File: src/rtl/xstrobe_pkg.sv
package xstrobe_pkg;

    localparam int PINS   = 4;
    localparam int WF_LSB = 16;

    typedef enum logic [1:0] {
        W8   = 2'b00,
        W16  = 2'b01,
        WRSV = 2'b10,
        W32  = 2'b11
    } mwidth_e;

    typedef struct packed {
        logic [1:0] space;
        mwidth_e    w;
        logic [2:0] sb;
        logic       wr;
    } xfer_t;

    function automatic logic [2:0] width_bytes(input mwidth_e w);
        case (w)
            W8:      return 3'd1;
            W16:     return 3'd2;
            default: return 3'd4;
        endcase
    endfunction

    function automatic logic [2:0] size_bytes(input logic [1:0] sz);
        case (sz)
            2'b00:   return 3'd1;
            2'b01:   return 3'd2;
            default: return 3'd4;
        endcase
    endfunction

    function automatic logic [1:0] align_off(input logic [1:0] off, input logic [2:0] sb);
        if (sb == 3'd4)      return 2'b00;
        else if (sb == 3'd2) return {off[1], 1'b0};
        else                 return off;
    endfunction

    // active-high lane enables of the accessed space for one sub-cycle
    function automatic logic [PINS-1:0] lane_en(input mwidth_e w, input logic [2:0] sb,
                                                input logic [1:0] lo);
        case (w)
            W32: begin
                if (sb == 3'd4)      return 4'b1111;
                else if (sb == 3'd2) return lo[1] ? 4'b1100 : 4'b0011;
                else                 return 4'b0001 << lo;
            end
            W16: begin
                if (sb == 3'd1)      return lo[0] ? 4'b0010 : 4'b0001;
                else                 return 4'b0011;
            end
            default:                 return 4'b0001;
        endcase
    endfunction

endpackage

File: src/rtl/xs_cfg.sv
module xs_cfg
    import xstrobe_pkg::*;
#(
    parameter int NSPACE = 2,
    localparam int SEL_W = (NSPACE > 1) ? $clog2(NSPACE) : 1
) (
    input  logic                    clk,
    input  logic                    rst,
    input  logic                    strap_narrow,
    input  logic                    we,
    input  logic [SEL_W-1:0]        sel,
    input  logic [1:0]              code,
    output logic [NSPACE-1:0][1:0]  wmem
);
    for (genvar i = 0; i < NSPACE; i++) begin : g_fld
        always_ff @(posedge clk) begin
            if (rst)
                wmem[i] <= strap_narrow ? W16 : W32;
            else if (we && sel == SEL_W'(i) && code != WRSV)
                wmem[i] <= code;
        end
    end
endmodule

File: src/rtl/xs_seq.sv
module xs_seq
    import xstrobe_pkg::*;
#(
    parameter int NSPACE = 2,
    parameter int ADDR_W = 24
) (
    input  logic                    clk,
    input  logic                    rst,
    input  logic                    req_valid,
    input  logic [1:0]              req_space,
    input  logic [ADDR_W-1:0]       req_addr,
    input  logic [1:0]              req_size,
    input  logic [1:0]              req_off,
    input  logic                    req_write,
    input  logic [NSPACE-1:0][1:0]  wmem,
    output logic                    busy,
    output logic                    done,
    output xfer_t                   cur,
    output logic [ADDR_W-1:0]       addr_q,
    output logic [1:0]              lo_q
);
    mwidth_e    w_req;
    logic [2:0] sb_req;
    logic [2:0] wb_req;
    logic [1:0] last_req;
    logic [1:0] cnt_q, last_q, step_q;

    always_comb begin
        w_req = W32;
        for (int i = 0; i < NSPACE; i++)
            if (req_space == 2'(i)) w_req = mwidth_e'(wmem[i]);
        sb_req = size_bytes(req_size);
        wb_req = width_bytes(w_req);
        if (sb_req > wb_req)
            last_req = (sb_req == 3'd4 && wb_req == 3'd1) ? 2'd3 : 2'd1;
        else
            last_req = 2'd0;
    end

    always_ff @(posedge clk) begin
        if (rst) begin
            busy   <= 1'b0;
            done   <= 1'b0;
            cur    <= '0;
            addr_q <= '0;
            lo_q   <= 2'b00;
            cnt_q  <= 2'd0;
            last_q <= 2'd0;
            step_q <= 2'd0;
        end else begin
            done <= 1'b0;
            if (!busy && req_valid) begin
                busy   <= 1'b1;
                cur    <= '{space: req_space, w: w_req, sb: sb_req, wr: req_write};
                addr_q <= req_addr;
                lo_q   <= align_off(req_off, sb_req);
                cnt_q  <= 2'd0;
                last_q <= last_req;
                step_q <= wb_req[1:0];
            end else if (busy) begin
                if (cnt_q == last_q) begin
                    busy <= 1'b0;
                    done <= 1'b1;
                end else begin
                    cnt_q <= cnt_q + 2'd1;
                    lo_q  <= lo_q + step_q;
                end
            end
        end
    end
endmodule

File: src/rtl/xs_pinmux.sv
module xs_pinmux
    import xstrobe_pkg::*;
(
    input  mwidth_e          cfg_w,
    input  logic             sel_here,
    input  logic [PINS-1:0]  en,
    input  logic [1:0]       lo,
    output logic [PINS-1:0]  pins_n
);
    always_comb begin
        pins_n = sel_here ? ~en : {PINS{1'b1}};
        if (cfg_w != W32) pins_n[PINS-1] = lo[1];
        if (cfg_w == W8)  pins_n[PINS-2] = lo[0];
    end
endmodule

File: src/rtl/xstrobe_gen.sv
module xstrobe_gen
    import xstrobe_pkg::*;
#(
    parameter int NSPACE = 2,
    parameter int ADDR_W = 24,
    localparam int SEL_W = (NSPACE > 1) ? $clog2(NSPACE) : 1
) (
    input  logic                    clk,
    input  logic                    rst,
    input  logic                    strap_narrow,
    input  logic                    cfg_we,
    input  logic [SEL_W-1:0]        cfg_sel,
    input  logic [31:0]             cfg_wdata,
    output logic [31:0]             cfg_rdata,
    input  logic                    req_valid,
    input  logic [1:0]              req_space,
    input  logic [ADDR_W-1:0]       req_addr,
    input  logic [1:0]              req_size,
    input  logic [1:0]              req_off,
    input  logic                    req_write,
    output logic                    busy,
    output logic                    done,
    output logic [ADDR_W-1:0]       ext_addr,
    output logic                    ext_wr,
    output logic [NSPACE*PINS-1:0]  strb_n,
    output logic                    io_strb_n
);
    logic [NSPACE-1:0][1:0] wmem;
    xfer_t                  cur;
    logic [1:0]             lo_q;
    logic [PINS-1:0]        en;
    logic                   unused_wbits;

    assign unused_wbits = ^{cfg_wdata[31:WF_LSB+2], cfg_wdata[WF_LSB-1:0]};

    xs_cfg #(.NSPACE(NSPACE)) cfg_i (
        .clk(clk), .rst(rst), .strap_narrow(strap_narrow),
        .we(cfg_we), .sel(cfg_sel), .code(cfg_wdata[WF_LSB+1:WF_LSB]),
        .wmem(wmem)
    );

    xs_seq #(.NSPACE(NSPACE), .ADDR_W(ADDR_W)) seq_i (
        .clk(clk), .rst(rst),
        .req_valid(req_valid), .req_space(req_space), .req_addr(req_addr),
        .req_size(req_size), .req_off(req_off), .req_write(req_write),
        .wmem(wmem), .busy(busy), .done(done), .cur(cur),
        .addr_q(ext_addr), .lo_q(lo_q)
    );

    assign en = lane_en(cur.w, cur.sb, lo_q);

    for (genvar s = 0; s < NSPACE; s++) begin : g_space
        xs_pinmux mux_i (
            .cfg_w(mwidth_e'(wmem[s])),
            .sel_here(busy && cur.space == 2'(s)),
            .en(en),
            .lo(lo_q),
            .pins_n(strb_n[s*PINS +: PINS])
        );
    end

    assign io_strb_n = !(busy && cur.space >= 2'(NSPACE));
    assign ext_wr    = cur.wr;

    always_comb begin
        cfg_rdata = '0;
        for (int i = 0; i < NSPACE; i++)
            if (cfg_sel == SEL_W'(i)) cfg_rdata[WF_LSB +: 2] = wmem[i];
    end
endmodule

File: config.mk
export PLATFORM = sky130hd
export DESIGN_NAME = xstrobe_gen
export DESIGN_NICKNAME = d
export VERILOG_FILES = /design/src/rtl/xstrobe_pkg.sv /design/src/rtl/xs_cfg.sv /design/src/rtl/xs_seq.sv /design/src/rtl/xs_pinmux.sv /design/src/rtl/xstrobe_gen.sv
export SDC_FILE = /design/constraint.sdc
export NUM_CORES = 1
export LEC_CHECK = 0
export BUFFER_PORTS_ARGS = -buffer_cell sky130_fd_sc_hd__buf_2
export CAP_MARGIN = 5
export CORE_ASPECT_RATIO = 1.2
export CORE_MARGIN = 2
export CORE_UTILIZATION = 35
export DETAILED_ROUTE_END_ITERATION = 12
export GPL_TIMING_DRIVEN = 0
export PLACE_DENSITY_LB_ADDON = 0.05
export SLEW_MARGIN = 10
export SYNTH_ARGS = -nofsm -noshare
export SYNTH_HDL_FRONTEND = slang
export SYNTH_HIERARCHICAL = 1
export SYNTH_SLANG_ARGS = --single-unit
File: constraint.sdc
create_clock -name clk -period 2.4 [get_ports clk]
set_clock_uncertainty 0.15 [all_clocks]
set_input_delay 0.36 -clock clk [delete_from_list [all_inputs] [get_ports clk]]
set_output_delay 0.36 -clock clk [all_outputs]
set_load 0.01 [all_outputs]
==> results.cfg, run 1 <==
[outcome]
status = completed

[setup_path]
worstPathMaxFanout = 7
reg2reg_depth = 6
r2r_start = cfg_i/wmem[1]
timing.rr.end = seq_i/last_q[1]
startpoint = cfg_i/wmem[1]
cp.arrival_ns = 2.43
cp_data_required_time_ns = 2.49
criticalPathCategory = reg -> reg
start_kind = flip-flop
r2r_slack_ns = 0.06
end_kind = flip-flop
endpoint = seq_i/last_q[1]

[min_path]
min-delay-start = req_addr[23]
min_path_type = in -> reg

[yosys]
ys_warn_count = 6
syn_area_um2 = 2350
synthFlopType = dfxtp_1
ys_types = 46
ys_seq_elements = 46
async_flop_share = 0
yosys-top-cells-area = dfxtp_1 36%, nand2_1 12%, buf_4 9.6%, a21oi_1 8.5%, edfxtp_1 5.1%
syn_area_per_cell_um2 = 8.09
synth_common_cells = 73 x nand2_1, 42 x dfxtp_1, 40 x a21oi_1
synth_top_area_cell = dfxtp_1
synthCells = 291
synth-seq-area-share = 0.408
synthMostInstantiatedCell = nand2_1
synth_top_area_share = 0.357
synth_enable_flop_cells = 4

[floorplanning]
num_io_pins = 137
die_x_um = 78.9
fp-row-count = 32
start_util = 0.363
fp.dieArea_um2 = 7400
chipHeight_um = 93.9
core-area_um2 = 6490

[grt]
grt_pass1_vias = 1875
grt_max_degree = 14
grt_overflow = 0
grt_pass1_wl_mm = 8.81
antenna_found_initial = 0
track_usage = 0.150

[timing]
finalSetupViolations = 0
slew-limit-headroom = 0.625
setup-tns-final_ns = 0
grt_setup_unrepaired = no
slew_viol_final = 0
fmax_mhz = 428
tightest_slew_ns = 0.562
min_period_ns = 2.34
hold_violations = 0
period_share = 0.973

[clocking]
cts_buffers = 5
h-tree-depth = 2
clkLatencyLatePin_ns = 0.30
cts_sinks = 46
cts_buffer_depth = 2
cts_root_buffer = clkbuf_8
clk_pin_slew_ns = 0.08
hold_buffers = 0
cts_tree = done

[layout]
area_growth_pct = 29.3
finalNetCount = 478
num-fill-cells = 707
drive_above_1_share = 0.323
antenna_cells = 0

[route]
vias = 2182
wirelength_mm = 5.60
drtPass1Iterations = 4
drc = 0
drt_iter0_drc = 94
avgRoutedWirePerCell_um = 11.4
drtAntennaViolNets = 0
routed_via_density = 4.45

[power_and_ir_drop]
finalPower_mw = 1.70
p_leak_nw = 1.43
ir_drop_uv = 361
powerDensity_nw_per_um2 = 560

[run]
cap_violations = 0

[placed_design]
routabilityCongestion = 0.776
port_buffers = 76
hpwl_mm = 4.25
through the flow:
step	instance area, µm²	worst slack [ns]	hold WS (ns)	utilization	cells
6_report	3040	0.0641	0.138	0.469	490
5_1_grt	3040	0.00610	0.132	0.469	490
4_1_cts	3030	0.0636	0.131	0.467	488
3_5_place_dp	2950	0.0720	0.296	0.455	481
3_3_place_gp	2950	0.0842	0.289	0.455	481
2_1_floorplan	2460	0.273	0.290	-	320
cell families (layout without fill, tap and decap cells):
| logic type | after synthesis | in the layout | synth area share |
|---|---|---|---|
| adder cells (fa/ha/maj) | 4 | 4 | 0.0213 |
| flip-flops | 46 | 46 | 0.408 |
| multiplexers | 3 | 3 | 0.0138 |
| buffers and inverters | 51 | 136 | 0.133 |
| AO/OA/AOI/OAI | 66 | 66 | 0.173 |
| XOR/XNOR | 3 | 3 | 0.0170 |
| AND/OR/NAND/NOR | 117 | 117 | 0.232 |
| other | 1 | 30 | 0.00159 |
routing by layer:
metal	GRT usage	vias to the layer above	routed length [µm]
li1	-	1143	-
met1	0.193	965	2450
met2	0.248	69	2680
met3	0.0385	5	402
met4	0.0474	0	68
met5	0	-	0
registers in the layout (all words and copies together), names as in the netlist:
register and cells:
cfg_i/wmem 4, seq_i/addr_q 24, seq_i/busy 1, seq_i/cnt_q 2
seq_i/cur 8, seq_i/done 1, seq_i/last_q 2, seq_i/lo_q 2
seq_i/step_q 2
report_power, final:
group,internal (mW),total [mW],switching (mW)
clock,0.201,0.454,0.253
combinational,0.173,0.372,0.199
sequential,0.826,0.877,0.0509
worst min-delay path by stage:
| stage | to | slack [ns] | depth (start not counted) |
|---|---|---|---|
| final | seq_i/addr_q[23] | 0.14 | 3 |
| after global routing | seq_i/cur[0] | 0.13 | 3 |
| after CTS | seq_i/addr_q[23] | 0.13 | 3 |
| after detailed placement | seq_i/addr_q[7] | 0.30 | 2 |
| after global placement | seq_i/addr_q[6] | 0.29 | 2 |
| after floorplan | seq_i/step_q[0] | 0.29 | 2 |
cell usage in the layout, fill, tap and decap left out, types with 2 or more instances in the layout:
| cell | instances |
|---|---|
| o31a_1 | 2 |
| nor2b_1 | 8 |
| edfxtp_1 | 4 |
| and2b_2 | 2 |
| conb_1 | 30 |
| buf_2 | 83 |
| or3b_1 | 2 |
| clkbuf_1 | 8 |
| nand2_1 | 73 |
| a211oi_1 | 2 |
| inv_1 | 6 |
| o211ai_2 | 2 |
| a31oi_1 | 2 |
| buf_4 | 32 |
| nor2_1 | 13 |
| nor3_1 | 6 |
| a31o_1 | 2 |
| a41oi_1 | 2 |
| ha_1 | 4 |
| a21oi_1 | 40 |
| nor3b_1 | 3 |
| a21o_1 | 2 |
| xnor2_1 | 2 |
| dfxtp_1 | 42 |
| clkbuf_8 | 5 |
| o21ai_0 | 4 |
| mux2_2 | 2 |
repair_timing:
item | in CTS | in global routing
gates resized for setup | 0 | 1
setup buffers | 0 | 2
endpoints found under the setup margin | 0 | 1
cell type report:
class,instances,area [µm²],area share
clock buffers,6,72.6,0.0238
repair buffers,78,395,0.130
multi-input cells,223,1190,0.391
plain buffers,45,290,0.0954
well taps,85,106,0.0349
flip-flops and latches,46,961,0.316
inverters,6,22.5,0.00740
clock inverters,1,6.26,0.00206
worst max-delay path, cell delays in order (launching register included):
cell      delay, ns
edfxtp_1       0.51
or3b_1         0.39
a21o_1         0.22
ha_1           0.29
a311o_1        0.35
a21oi_1        0.18
a32o_1         0.20
(Power assumes the default switching activity.)
==> run 2, diff against run 1 <==
--- a/config.mk
+++ b/config.mk
@@ -13,6 +13,7 @@
 export DETAILED_ROUTE_END_ITERATION = 12
 export GPL_TIMING_DRIVEN = 0
 export PLACE_DENSITY_LB_ADDON = 0.05
+export RECOVER_POWER = 25
 export SLEW_MARGIN = 10
 export SYNTH_ARGS = -nofsm -noshare
 export SYNTH_HDL_FRONTEND = slang
==> run 2 against run 1 <==
Sequential share of layout area is 0.25 points higher. Hold slack hardly changed. Fmax hardly changed. Total power is 0.31% lower. Die area stayed put. Via count is 0.37% lower. Final cell count stayed put. Non-clock buffer count stayed put. First-iteration DRC count is 29% lower. Worst setup slack hardly changed. Largest power group unchanged.
==> results.cfg, run 2 (synthesis results as in run 1) <==
[timing]
slew-limit-headroom = 0.626
hold_violations = 0
fmax_mhz = 428
tightest_slew_ns = 0.561
finalSetupViolations = 0
slew_viol_final = 0
min_period_ns = 2.34
grt_setup_unrepaired = no
hold_ws_ns = 0.137
period_share = 0.973
setup-tns-final_ns = 0

[min_path]
hold_depth = 3
min_path_type = in -> reg
min-delay-start = req_addr[23]
min_to = seq_i/addr_q[23]

[floorplanning]
fp.dieArea_um2 = 7400
num_io_pins = 137
chipHeight_um = 93.9
fp-row-count = 32
core-area_um2 = 6490
die_x_um = 78.9
start_util = 0.363

[clocking]
clk_pin_slew_ns = 0.08
cts_root_buffer = clkbuf_8
clkLatencyLatePin_ns = 0.30
cts_sinks = 46
cts_buffers = 5
cts_buffer_depth = 2
hold_buffers = 0
cts_tree = done
h-tree-depth = 2

[power_and_ir_drop]
finalPower_mw = 1.70
p_clk_frac = 0.267
pwr-share-comb = 0.216
seq_power_share = 0.517
p_sw_frac = 0.296
p_switching_mw = 0.503
p_int_mw = 1.20
powerDensity_nw_per_um2 = 562
ir_drop_uv = 361
p_leak_nw = 1.38

[route]
vias = 2174
drtPass1Iterations = 4
wirelength_mm = 5.61
avgRoutedWirePerCell_um = 11.4
drt_iter0_drc = 67
drtAntennaViolNets = 0
routed_via_density = 4.44
drc = 0

[placed_design]
hpwl_mm = 4.25
placed_cell_area_um2 = 2950
port_buffers = 76
dp_cells = 481
routabilityCongestion = 0.776

[outcome]
status = completed

[setup_path]
criticalPathCategory = reg -> reg
cp_data_required_time_ns = 2.49
r2r_slack_ns = 0.06
start_kind = flip-flop
cp_top_family = compound AO/OA/AOI/OAI gates
max_stage_delay_ns = 0.51
slowest_stage = edfxtp_1
critical_path_buf_inv_count = 0
end_kind = flip-flop
worstPathMaxFanout = 7
r2r_start = cfg_i/wmem[1]
reg2reg_depth = 6
path_cells = or3b_1, a21o_1, ha_1, a311o_1, a21oi_1, a32o_1
timing.rr.end = seq_i/last_q[1]
cp.arrival_ns = 2.43

[grt]
track_usage = 0.150
grt_pass1_wl_mm = 8.81
grt_overflow = 0
grt_max_degree = 14
antenna_found_initial = 0
grt_pass1_vias = 1875

[run]
cap_violations = 0

[layout]
layout_commonest_cell = nand2_1
instances_no_fill = 490
regMostFlops = seq_i/addr_q
area_growth_pct = 28.3
postLayoutCellArea_um2 = 3020
antenna_cells = 0
drive_above_1_share = 0.289
final_cell_mix = 73 x nand2_1, 70 x buf_2, 42 x dfxtp_1
largest_register_ffs = 24
finalNetCount = 478
reg_top3 = seq_i/addr_q x24, seq_i/cur x8, cfg_i/wmem x4
==> run 2: changes by cell type in the layout (fill, tap and decap cells not counted), sizes merged <==
cell and delta:
clkbuf +13, buf -13
==> run 2: stage by stage <==
step,utilization,setup WS (ns)
detailed placement,0.455,0.0720
global route,0.466,0.00610
global placement,0.455,0.0842
CTS,0.467,0.0636
floorplan,-,0.273
finish,0.466,0.0643
==> run 2: what timing repair did <==
action	in CTS	in global routing
buffers inserted	0	2
gates resized for setup	0	1
setup endpoints to repair	0	1
==> run 2: routing by layer <==
metal  vias up  wire (µm)  GRT usage
met2        69       2680      0.248
met4         0         68     0.0474
met5         -          0          0
met1       959       2440      0.193
met3         5        415     0.0385
li1       1141          -          -
==> run 2: cell type report <==
cell class / count / area (µm²)
timing repair buffer: 78 / 379
clock inverter: 1 / 6.26
fill: 707 / 3470
inverter: 6 / 22.5
tap: 85 / 106
multi-input combinational: 223 / 1180
sequential: 46 / 961
clock buffer: 6 / 72.6
buffer: 45 / 290
==> run 2: worst max-delay path by stage <==
| stage | start | endpoint | slack (ns) | cells after the start |
|---|---|---|---|---|
| finish | cfg_i/wmem[1] | seq_i/last_q[1] | 0.06 | 6 |
| global placement | cfg_i/wmem[1] | seq_i/last_q[1] | 0.08 | 6 |
| CTS | cfg_i/wmem[1] | seq_i/last_q[1] | 0.06 | 6 |
| floorplan | cfg_i/wmem[1] | seq_i/last_q[1] | 0.27 | 6 |
| detailed placement | cfg_i/wmem[1] | seq_i/last_q[1] | 0.07 | 6 |
| global route | seq_i/cur[2] | strb_n[2] | 0.006 | 6 |
==> run 2: tightest hold or removal path, stage by stage <==
cell     delay, ns
buf_2         0.09
nand2_1       0.04
a21oi_1       0.05
==> run 2: power groups by stage <==
stage          Sequential [mW]  Combinational, mW  Clock [mW]
5_1_grt                  0.885              0.411       0.503
2_1_floorplan            0.896              0.233           0
6_report                 0.877              0.367       0.454
3_3_place_gp             0.894              0.363           0
3_5_place_dp             0.895              0.367           0
4_1_cts                  0.878              0.368       0.473
==> run 3, diff against run 2 <==
--- a/config.mk
+++ b/config.mk
@@ -10,11 +10,11 @@
 export CORE_ASPECT_RATIO = 1.2
 export CORE_MARGIN = 2
 export CORE_UTILIZATION = 35
+export CTS_BUF_LIST = sky130_fd_sc_hd__clkbuf_4 sky130_fd_sc_hd__clkbuf_8
 export DETAILED_ROUTE_END_ITERATION = 12
 export GPL_TIMING_DRIVEN = 0
 export PLACE_DENSITY_LB_ADDON = 0.05
 export RECOVER_POWER = 25
-export SLEW_MARGIN = 10
 export SYNTH_ARGS = -nofsm -noshare
 export SYNTH_HDL_FRONTEND = slang
 export SYNTH_HIERARCHICAL = 1
==> constraint.sdc (replaced) <==
create_clock -name clk -period 2.4 [get_ports clk]
set_clock_uncertainty 0.15 [all_clocks]
set_input_delay 0.24 -clock clk [delete_from_list [all_inputs] [get_ports clk]]
set_output_delay 0.24 -clock clk [all_outputs]
set_load 0.01 [all_outputs]
==> run 3 against run 2 <==
Non-clock buffer count is the same. Cell area is essentially flat. Combinational power is essentially flat. Clock power grew 2%. Sequential share of layout area is essentially flat. Critical path type unchanged. Sequential power is essentially flat. Core utilization is essentially flat.
==> results.cfg, run 3 (synthesis results as in run 1) <==
[timing]
grt_setup_unrepaired = no
tightest_slew_ns = 0.561
finalSetupViolations = 0
setup-tns-final_ns = 0
period_share = 0.973
slew-limit-headroom = 0.626
fmax_mhz = 428
hold_ws_ns = 0.0172
slew_viol_final = 0
min_period_ns = 2.34
hold_violations = 0

[grt]
track_usage = 0.150
grt_max_degree = 14
grt_overflow = 0
grt_pass1_wl_mm = 8.81
grt_pass1_vias = 1875
antenna_found_initial = 0

[floorplanning]
start_util = 0.363
num_io_pins = 137
core-area_um2 = 6490
die_x_um = 78.9
fp.dieArea_um2 = 7400
fp-row-count = 32
chipHeight_um = 93.9

[layout]
layout_commonest_cell = nand2_1
area_growth_pct = 28.3
reg_top3 = seq_i/addr_q x24, seq_i/cur x8, cfg_i/wmem x4
regMostFlops = seq_i/addr_q
antenna_cells = 0
finalNetCount = 478
num-fill-cells = 709
largest_register_ffs = 24
drive_above_1_share = 0.286
instances_no_fill = 490
final_cell_mix = 73 x nand2_1, 68 x buf_2, 42 x dfxtp_1

[clocking]
h-tree-depth = 2
cts_buffers = 5
clkLatencyLatePin_ns = 0.30
cts_root_buffer = clkbuf_8
hold_buffers = 0
cts_buffer_depth = 2
clk_pin_slew_ns = 0.08
cts_tree = done
cts_sinks = 46

[route]
avgRoutedWirePerCell_um = 11.4
drc = 0
drt_iter0_drc = 67
drtAntennaViolNets = 0
routed_via_density = 4.43
vias = 2171
wirelength_mm = 5.61
drtPass1Iterations = 4

[placed_design]
hpwl_mm = 4.25
port_buffers = 76
dp_cells = 481
routabilityCongestion = 0.776

[min_path]
min_path_type = in -> reg
min-delay-start = req_addr[23]

[setup_path]
startpoint = cfg_i/wmem[1]
r2r_start = cfg_i/wmem[1]
cp.arrival_ns = 2.43
start_kind = flip-flop
end_kind = flip-flop
criticalPathCategory = reg -> reg
worstPathMaxFanout = 7
cp_data_required_time_ns = 2.49

[power_and_ir_drop]
ir_drop_uv = 362
powerDensity_nw_per_um2 = 566
p_leak_nw = 1.37

[run]
cap_violations = 0

[outcome]
status = completed
## run 3: changes by cell type in the layout (fill, tap and decap cells not counted), sizes merged
cell	before	now
buf	103	101
clkbuf	26	28
## run 3: final timing paths
check	to	slack, ns	cells past startpoint
min	seq_i/addr_q[23]	0.02	3
max reg2reg	seq_i/last_q[1]	0.06	6
min reg2reg	seq_i/addr_q[19]	0.31	2
max	seq_i/last_q[1]	0.06	6
## run 3: stage by stage
step                      utilization  instance area, µm²  setup WS, ns  total power [mW]
after CTS                       0.468                3030        0.0637              1.73
after global placement          0.455                2950        0.0842              1.26
final                           0.466                3020        0.0645              1.71
after detailed placement        0.455                2950        0.0720              1.26
after global routing            0.466                3020        0.0127              1.81
after floorplan                     -                2460         0.273              1.13
## run 3: worst max-delay path, cell delays in order (launching register included)
cell and delay (ns):
edfxtp_1 0.51, or3b_1 0.39, a21o_1 0.22, ha_1 0.29
a311o_1 0.35, a21oi_1 0.18, a32o_1 0.20
## run 3: final cells by class
class,instances,area [µm²],share of cell area
Sequential cell,46,961,0.318
Timing Repair Buffer,78,377,0.125
Clock inverter,1,6.26,0.00207
Multi-Input combinational cell,223,1180,0.391
Clock buffer,6,76.3,0.0253
Inverter,6,22.5,0.00745
Tap cell,85,106,0.0352
Buffer,45,290,0.0961
## run 3: metal layers
metal,vias up,GRT usage,routed length [µm]
li1,1141,-,-
met1,956,0.193,2440
met2,69,0.248,2680
met3,5,0.0385,414
met4,0,0.0474,68
met5,-,0,0
## run 3: timing repair
item / 4_1_cts / 5_1_grt
buffers inserted: 0 / 2
resized for setup: 0 / 1
setup endpoints to repair: 0 / 1
## run 3: power breakdown
group	switching, mW	internal (mW)	leakage (nW)
logic	0.199	0.168	0.942
registers	0.0515	0.826	0.384
clock network	0.253	0.212	0.0450
total	0.503	1.21	1.37
